**src/rtl/chan_diag_pkg.sv**
```systemverilog
package chan_diag_pkg;
  // number of filtered fault classes
  localparam int NFLT = 7;
  // fault vector bit positions
  localparam int B_SHORT  = 0;
  localparam int B_OTEMP  = 1;
  localparam int B_PGND   = 2;
  localparam int B_SGND   = 3;
  localparam int B_VSLOSS = 4;
  localparam int B_OLON   = 5;
  localparam int B_OLOFF  = 6;
  // class masks, indexed by bit position
  localparam logic [NFLT-1:0] M_FAST    = 7'b0100011; // short filter
  localparam logic [NFLT-1:0] M_ON_ONLY = 7'b0100011; // qualified by on
  localparam logic [NFLT-1:0] M_OFFONLY = 7'b1000000; // qualified by off
  localparam logic [NFLT-1:0] M_LATCH   = 7'b0000111; // sets fail latch when on
endpackage

```
**src/rtl/sync2.sv**
```systemverilog
module sync2 #(
  parameter int W = 1
) (
  input  logic         clk,
  input  logic         rst,
  input  logic [W-1:0] d,
  output logic [W-1:0] q
);
  logic [W-1:0] meta;

  always_ff @(posedge clk) begin
    if (rst) begin
      meta <= '0;
      q    <= '0;
    end else begin
      meta <= d;
      q    <= meta;
    end
  end
endmodule

```
**src/rtl/tick_filter.sv**
```systemverilog
module tick_filter #(
  parameter int LEN = 2
) (
  input  logic clk,
  input  logic rst,
  input  logic tick,
  input  logic cond,
  output logic hit
);
  localparam int CW = $clog2(LEN + 1);
  localparam logic [CW-1:0] TOP = CW'(LEN);

  logic [CW-1:0] cnt;

  always_ff @(posedge clk) begin
    if (rst || !cond) cnt <= '0;
    else if (tick && cnt != TOP) cnt <= cnt + 1'b1;
  end

  assign hit = (cnt == TOP);

  AST_FILT_CLEARS: assert property (@(posedge clk) disable iff (rst)
    !$past(cond) |-> !hit);
  AST_FILT_ON_TICK: assert property (@(posedge clk) disable iff (rst)
    $rose(hit) |-> $past(tick));
endmodule

```
**src/rtl/chan_diag.sv**
```systemverilog
module chan_diag
  import chan_diag_pkg::*;
#(
  parameter int SHORT_TICKS = 2,
  parameter int LONG_TICKS  = 8,
  parameter int HOLD_TICKS  = 256
) (
  input  logic clk,
  input  logic rst,
  input  logic ref_tick,
  input  logic en,
  input  logic cmd,
  input  logic flt_short,
  input  logic flt_otemp,
  input  logic flt_pgnd,
  input  logic flt_sgnd,
  input  logic flt_vsloss,
  input  logic flt_olon,
  input  logic flt_oloff,
  input  logic clk_fail,
  output logic drive,
  output logic status
);
  logic            on;
  logic [NFLT:0]   raw_all, sync_all;
  logic [NFLT-1:0] flt_s, filt;
  logic            clkf_s;
  logic            latch_set, fail_q, low_done;
  logic            err_active, err_q, hold_done;

  assign on = en & cmd;

  assign raw_all = {clk_fail, flt_oloff, flt_olon, flt_vsloss,
                    flt_sgnd, flt_pgnd, flt_otemp, flt_short};

  sync2 #(.W(NFLT + 1)) u_sync (
    .clk(clk), .rst(rst), .d(raw_all), .q(sync_all)
  );

  assign flt_s  = sync_all[NFLT-1:0];
  assign clkf_s = sync_all[NFLT];

  // one qualified filter per fault class
  for (genvar i = 0; i < NFLT; i++) begin : g_filt
    localparam int LEN = M_FAST[i] ? SHORT_TICKS : LONG_TICKS;
    logic qual;
    if (M_ON_ONLY[i]) begin : g_on
      assign qual = on;
    end else if (M_OFFONLY[i]) begin : g_off
      assign qual = ~on;
    end else begin : g_any
      assign qual = 1'b1;
    end
    tick_filter #(.LEN(LEN)) u_f (
      .clk(clk), .rst(rst), .tick(ref_tick),
      .cond(flt_s[i] & qual), .hit(filt[i])
    );
  end

  // fail latch with low-time release
  assign latch_set = ((|(filt & M_LATCH)) | clkf_s) & on;

  tick_filter #(.LEN(HOLD_TICKS)) u_low (
    .clk(clk), .rst(rst), .tick(ref_tick), .cond(~on), .hit(low_done)
  );

  always_ff @(posedge clk) begin
    if (rst)            fail_q <= 1'b0;
    else if (latch_set) fail_q <= 1'b1;
    else if (low_done)  fail_q <= 1'b0;
  end

  // error-hold register
  assign err_active = (|filt) | fail_q | clkf_s;

  tick_filter #(.LEN(HOLD_TICKS)) u_hold (
    .clk(clk), .rst(rst), .tick(ref_tick),
    .cond(err_q & ~err_active), .hit(hold_done)
  );

  always_ff @(posedge clk) begin
    if (rst)             err_q <= 1'b0;
    else if (err_active) err_q <= 1'b1;
    else if (hold_done)  err_q <= 1'b0;
  end

  // registered outputs
  always_ff @(posedge clk) begin
    if (rst) begin
      drive  <= 1'b0;
      status <= 1'b0;
    end else begin
      drive  <= on & ~fail_q & ~latch_set & ~clkf_s;
      status <= on ^ (err_q | err_active);
    end
  end

  AST_FAIL_BLOCKS_DRIVE: assert property (@(posedge clk) disable iff (rst)
    fail_q |=> !drive);
  AST_LATCH_NEEDS_ON: assert property (@(posedge clk) disable iff (rst)
    $rose(fail_q) |-> $past(on));
  AST_LATCH_STICKY: assert property (@(posedge clk) disable iff (rst)
    (fail_q && on) |=> fail_q);
  AST_CLKF_BLOCKS_DRIVE: assert property (@(posedge clk) disable iff (rst)
    clkf_s |=> !drive);
  AST_ERR_INVERTS: assert property (@(posedge clk) disable iff (rst)
    err_q |=> (status != $past(on)));
endmodule

```
**config.mk**
```make
export PLATFORM = sky130hd
export DESIGN_NAME = chan_diag
export DESIGN_NICKNAME = d
export VERILOG_FILES = /design/src/rtl/chan_diag_pkg.sv /design/src/rtl/sync2.sv /design/src/rtl/tick_filter.sv /design/src/rtl/chan_diag.sv
export SDC_FILE = /design/constraint.sdc
export NUM_CORES = 1
export LEC_CHECK = 0
export ABC_CLOCK_PERIOD_IN_PS = 1580
export BUFFER_PORTS_ARGS = -buffer_cell sky130_fd_sc_hd__buf_4
export CELL_PAD_IN_SITES_DETAIL_PLACEMENT = 1
export CELL_PAD_IN_SITES_GLOBAL_PLACEMENT = 1
export CORE_UTILIZATION = 44
export CTS_BUF_LIST = sky130_fd_sc_hd__clkbuf_8
export CTS_CLUSTER_SIZE = 30
export DETAILED_ROUTE_END_ITERATION = 6
export PLACE_DENSITY_LB_ADDON = 0.12
export SLEW_MARGIN = 20
export SYNTH_ARGS = -nofsm -noshare
export SYNTH_HDL_FRONTEND = slang
export SYNTH_SLANG_ARGS = --single-unit
```
**constraint.sdc**
```tcl
create_clock -name clk -period 1.58 [get_ports clk]
set_input_delay 0.237 -clock clk [delete_from_list [all_inputs] [get_ports clk]]
set_output_delay 0.237 -clock clk [all_outputs]
set_load 0.01 [all_outputs]
```
==> qor.yml <==
sta:
  finalWorstSetupSlack_ps: -34.61
  slew_viol_final: 0
  finalSetupViolations: 1
  tns_ps: -34.61
  rsz0062_at_grt: "yes"
  period_share_pct: 102.2
  tightest_slew_ps: 413.6
  clock_skew_ps: 12.26
  fmax_mhz: 619.3
  fin_crit_ps: 1615
  hold_viol: 0
  max_slew_margin_pct: 72.43
worst_setup_path:
  start_kind: "flip-flop"
  cp_slowest_cell: "or4b_4"
  required_ps: 1790
  crit_chain: "inv_2 > ha_4 > or4b_4 > o211ai_1 > xor2_1 > nor2_1"
  critPathKind: "flip-flop to flip-flop"
  crit_path_max_incr_delay_ps: 500
  cp_data_arrival_time_ps: 1830
  crit_fanout: 4
  crit_path_end_kind: "flip-flop"
cts:
  cts_tree: "yes"
  root_buffer: "clkbuf_8"
  clock_path_buffers: 2
  cts_hold_buf: 0
  clock_sinks: 60
  insertion_delay_ps: 340
  cts_buffers: 9
  cts_max_level: 3
  clk_pin_slew_worst_paths_ps: 70
logic_synthesis:
  synth_top_area_cell: "dfxtp_1"
  synth_edf_count: 0
  avgSynthCellArea_sq_um: 9.386
  syn_nets: 297
  synth_flop_cell: "dfxtp_1"
  synthArstFlopShare_pct: 0
  yosysSeqAreaShare_pct: 47.57
  ys_ff_latch: 60
  synth_cells: 269
  ys.warnings.count: 0
  yosys-top-cells-area: "dfxtp_1, ha_1, nor2_1"
  synth_top_area_share_pct: 47.57
  synth_cell_types: 33
  yosysMostFrequentCell: "dfxtp_1"
  synth_area_sq_um: 2525
  synth_commonest_cells: "dfxtp_1, nor2_1, xor2_1, inv_1, nor2b_1"
route:
  wl_per_cell_um: 13.45
  dr.first_iter.drc_count: 37
  drc: 0
  ant_nets: 0
  via_per_inst: 4.984
  first_pass_iters: 4
  vias: 1929
  drt_wl_total_um: 5207
final_layout:
  diodes: 0
  final_nets: 338
  multi_input_area_sq_um: 1303
  design_area_sq_um: 3167
  drive_gt1_share_pct: 24.13
  regArea_sq_um: 1211
  area_growth_pct: 25.42
  n_fill_cell: 618
place:
  place.gp.congestion: 0.7336
  io_buffers: 14
  dp_hpwl_um: 3540
  placedInstanceArea_sq_um: 2803
power_and_ir_drop:
  swShare_pct: 20.77
  p_comb_share_pct: 5.6
  clkPwrFrac_pct: 47.8
  power_w: 0.003347
  p_int_w: 0.002652
  p_sw_w: 0.0006951
  irDropWorstVdd_uv: 630.6
  power_density_nw_per_um2: 1057
  pwr-share-seq_pct: 46.6
  p_leak_nw: 1.252
global_routing:
  grt_pass1_wl_um: 8845
  track_usage_pct: 19.16
  antenna_found_initial: 0
  gr-total-overflow: 0
  grt_start_max_net_pins: 27
  grt_pass1_vias: 1932
floorplanning:
  num_rows: 27
  die_w_um: 77.75
  core_area_sq_um: 5507
  initial_core_util_pct: 45.85
  ios: 15
  die_h_um: 77.75
  die_area_sq_um: 6045
status:
  violations: "negative setup slack"
  status: "finished, violations left"
hold_path:
  hp-class: "input port to flip-flop"
run:
  drv_cap: 0
-- worst max-delay path, delay by kind of cell, from the launching register on --
kind | cells | cell delay (ps)
adder cells (fa/ha/maj) | 1 | 110
buffers and inverters | 1 | 70
AND/OR/NAND/NOR | 2 | 570
AO/OA/AOI/OAI | 1 | 230
flip-flops | 1 | 330
XOR/XNOR | 1 | 180
-- metal layers --
layer	global-route usage, %	routed length [um]	vias up
met5	0	0	-
met4	10.75	128	0
met3	3.882	104	12
met1	22.51	2381	921
li1	-	-	977
met2	32.39	2592	19
-- layout by cell type (no fill, tap or decap), types with 3 or more instances in the layout --
master and instances:
nand3b_1 5, ha_1 12, dfxtp_2 8, nand2b_1 5
xor2_1 18, inv_1 14, nor2_1 44, a211oi_1 3
nor2b_1 17, nand4_1 10, clkbuf_8 12, mux2i_1 3
dfxtp_1 52, xnor2_1 12, buf_4 35, inv_2 4
a21oi_1 5, nand3_1 12, nand2_1 16
-- final timing paths --
| check | cells after the start | startpoint | slack (ps) | to |
|---|---|---|---|---|
| max | 6 | u_low.cnt[1]$_SDFFE_PP0P_ | -30 | u_low.cnt[3]$_SDFFE_PP0P_ |
| min reg2reg | 1 | u_sync.meta[5]$_SDFF_PP0_ | 440 | u_sync.q[5]$_SDFF_PP0_ |
| max reg2reg | 6 | u_low.cnt[1]$_SDFFE_PP0P_ | -30 | u_low.cnt[3]$_SDFFE_PP0P_ |
| min | 2 | flt_sgnd | 110 | u_sync.meta[3]$_SDFF_PP0_ |
-- stage by stage --
step           hold slack, ps  std cells  utilization (%)  setup WS [ps]
2_1_floorplan           365.2        269                -          56.23
3_3_place_gp            416.8        363            50.90         -120.9
3_5_place_dp            430.0        363            50.90         -92.44
4_1_cts                 93.07        385            56.69         -5.594
5_1_grt                 110.6        387            57.51         -119.6
6_report                107.4        387            57.51         -34.61
-- flip-flops by register name, indices dropped and copies added (netlist names) --
name,cells
fail_q,1
u_sync.meta,8
status,1
u_hold.cnt,9
drive,1
u_sync.q,8
err_q,1
g_filt.u_f.cnt,22
u_low.cnt,9
-- power by group through the flow --
stage	combinational (W)	sequential, W	clock (W)
finish	0.000189	0.00156	0.00160
global placement	0.000163	0.00159	0
detailed placement	0.000167	0.00159	0
floorplan	0.000103	0.00159	0
CTS	0.000181	0.00156	0.00164
global route	0.000211	0.00156	0.00171
-- logic make-up (layout without fill, tap and decap cells) --
| kind of cell | Yosys count | count (layout) | share of synthesized area (%) |
|---|---|---|---|
| adders and majority gates | 15 | 15 | 7.433 |
| and+or+nand+nor | 124 | 125 | 26.07 |
| muxes | 3 | 3 | 1.189 |
| AOI/OAI and AO/OA | 14 | 14 | 3.915 |
| xor gates and xnor gates | 30 | 30 | 10.41 |
| DFF | 60 | 60 | 47.57 |
| buffers and inverters | 23 | 68 | 3.419 |
-- area by class of cell --
type                    count  area share [%]
clock inverters             4           2.252
clock buffers              12           5.215
repair buffers             35           8.297
inverters                  17           2.015
well taps                  72           2.845
multi-input cells         187           41.13
flip-flops and latches     60           38.25
-- repair_timing --
item                                    in CTS  in global routing
setup buffers                                5                  2
cloned                                       1                  0
pin swaps                                    6                  9
gates resized for setup                     13                 11
endpoints found under the setup margin      13                 14
hold endpoints to repair                     0                  0
Power figures use the tool's default switching activity.
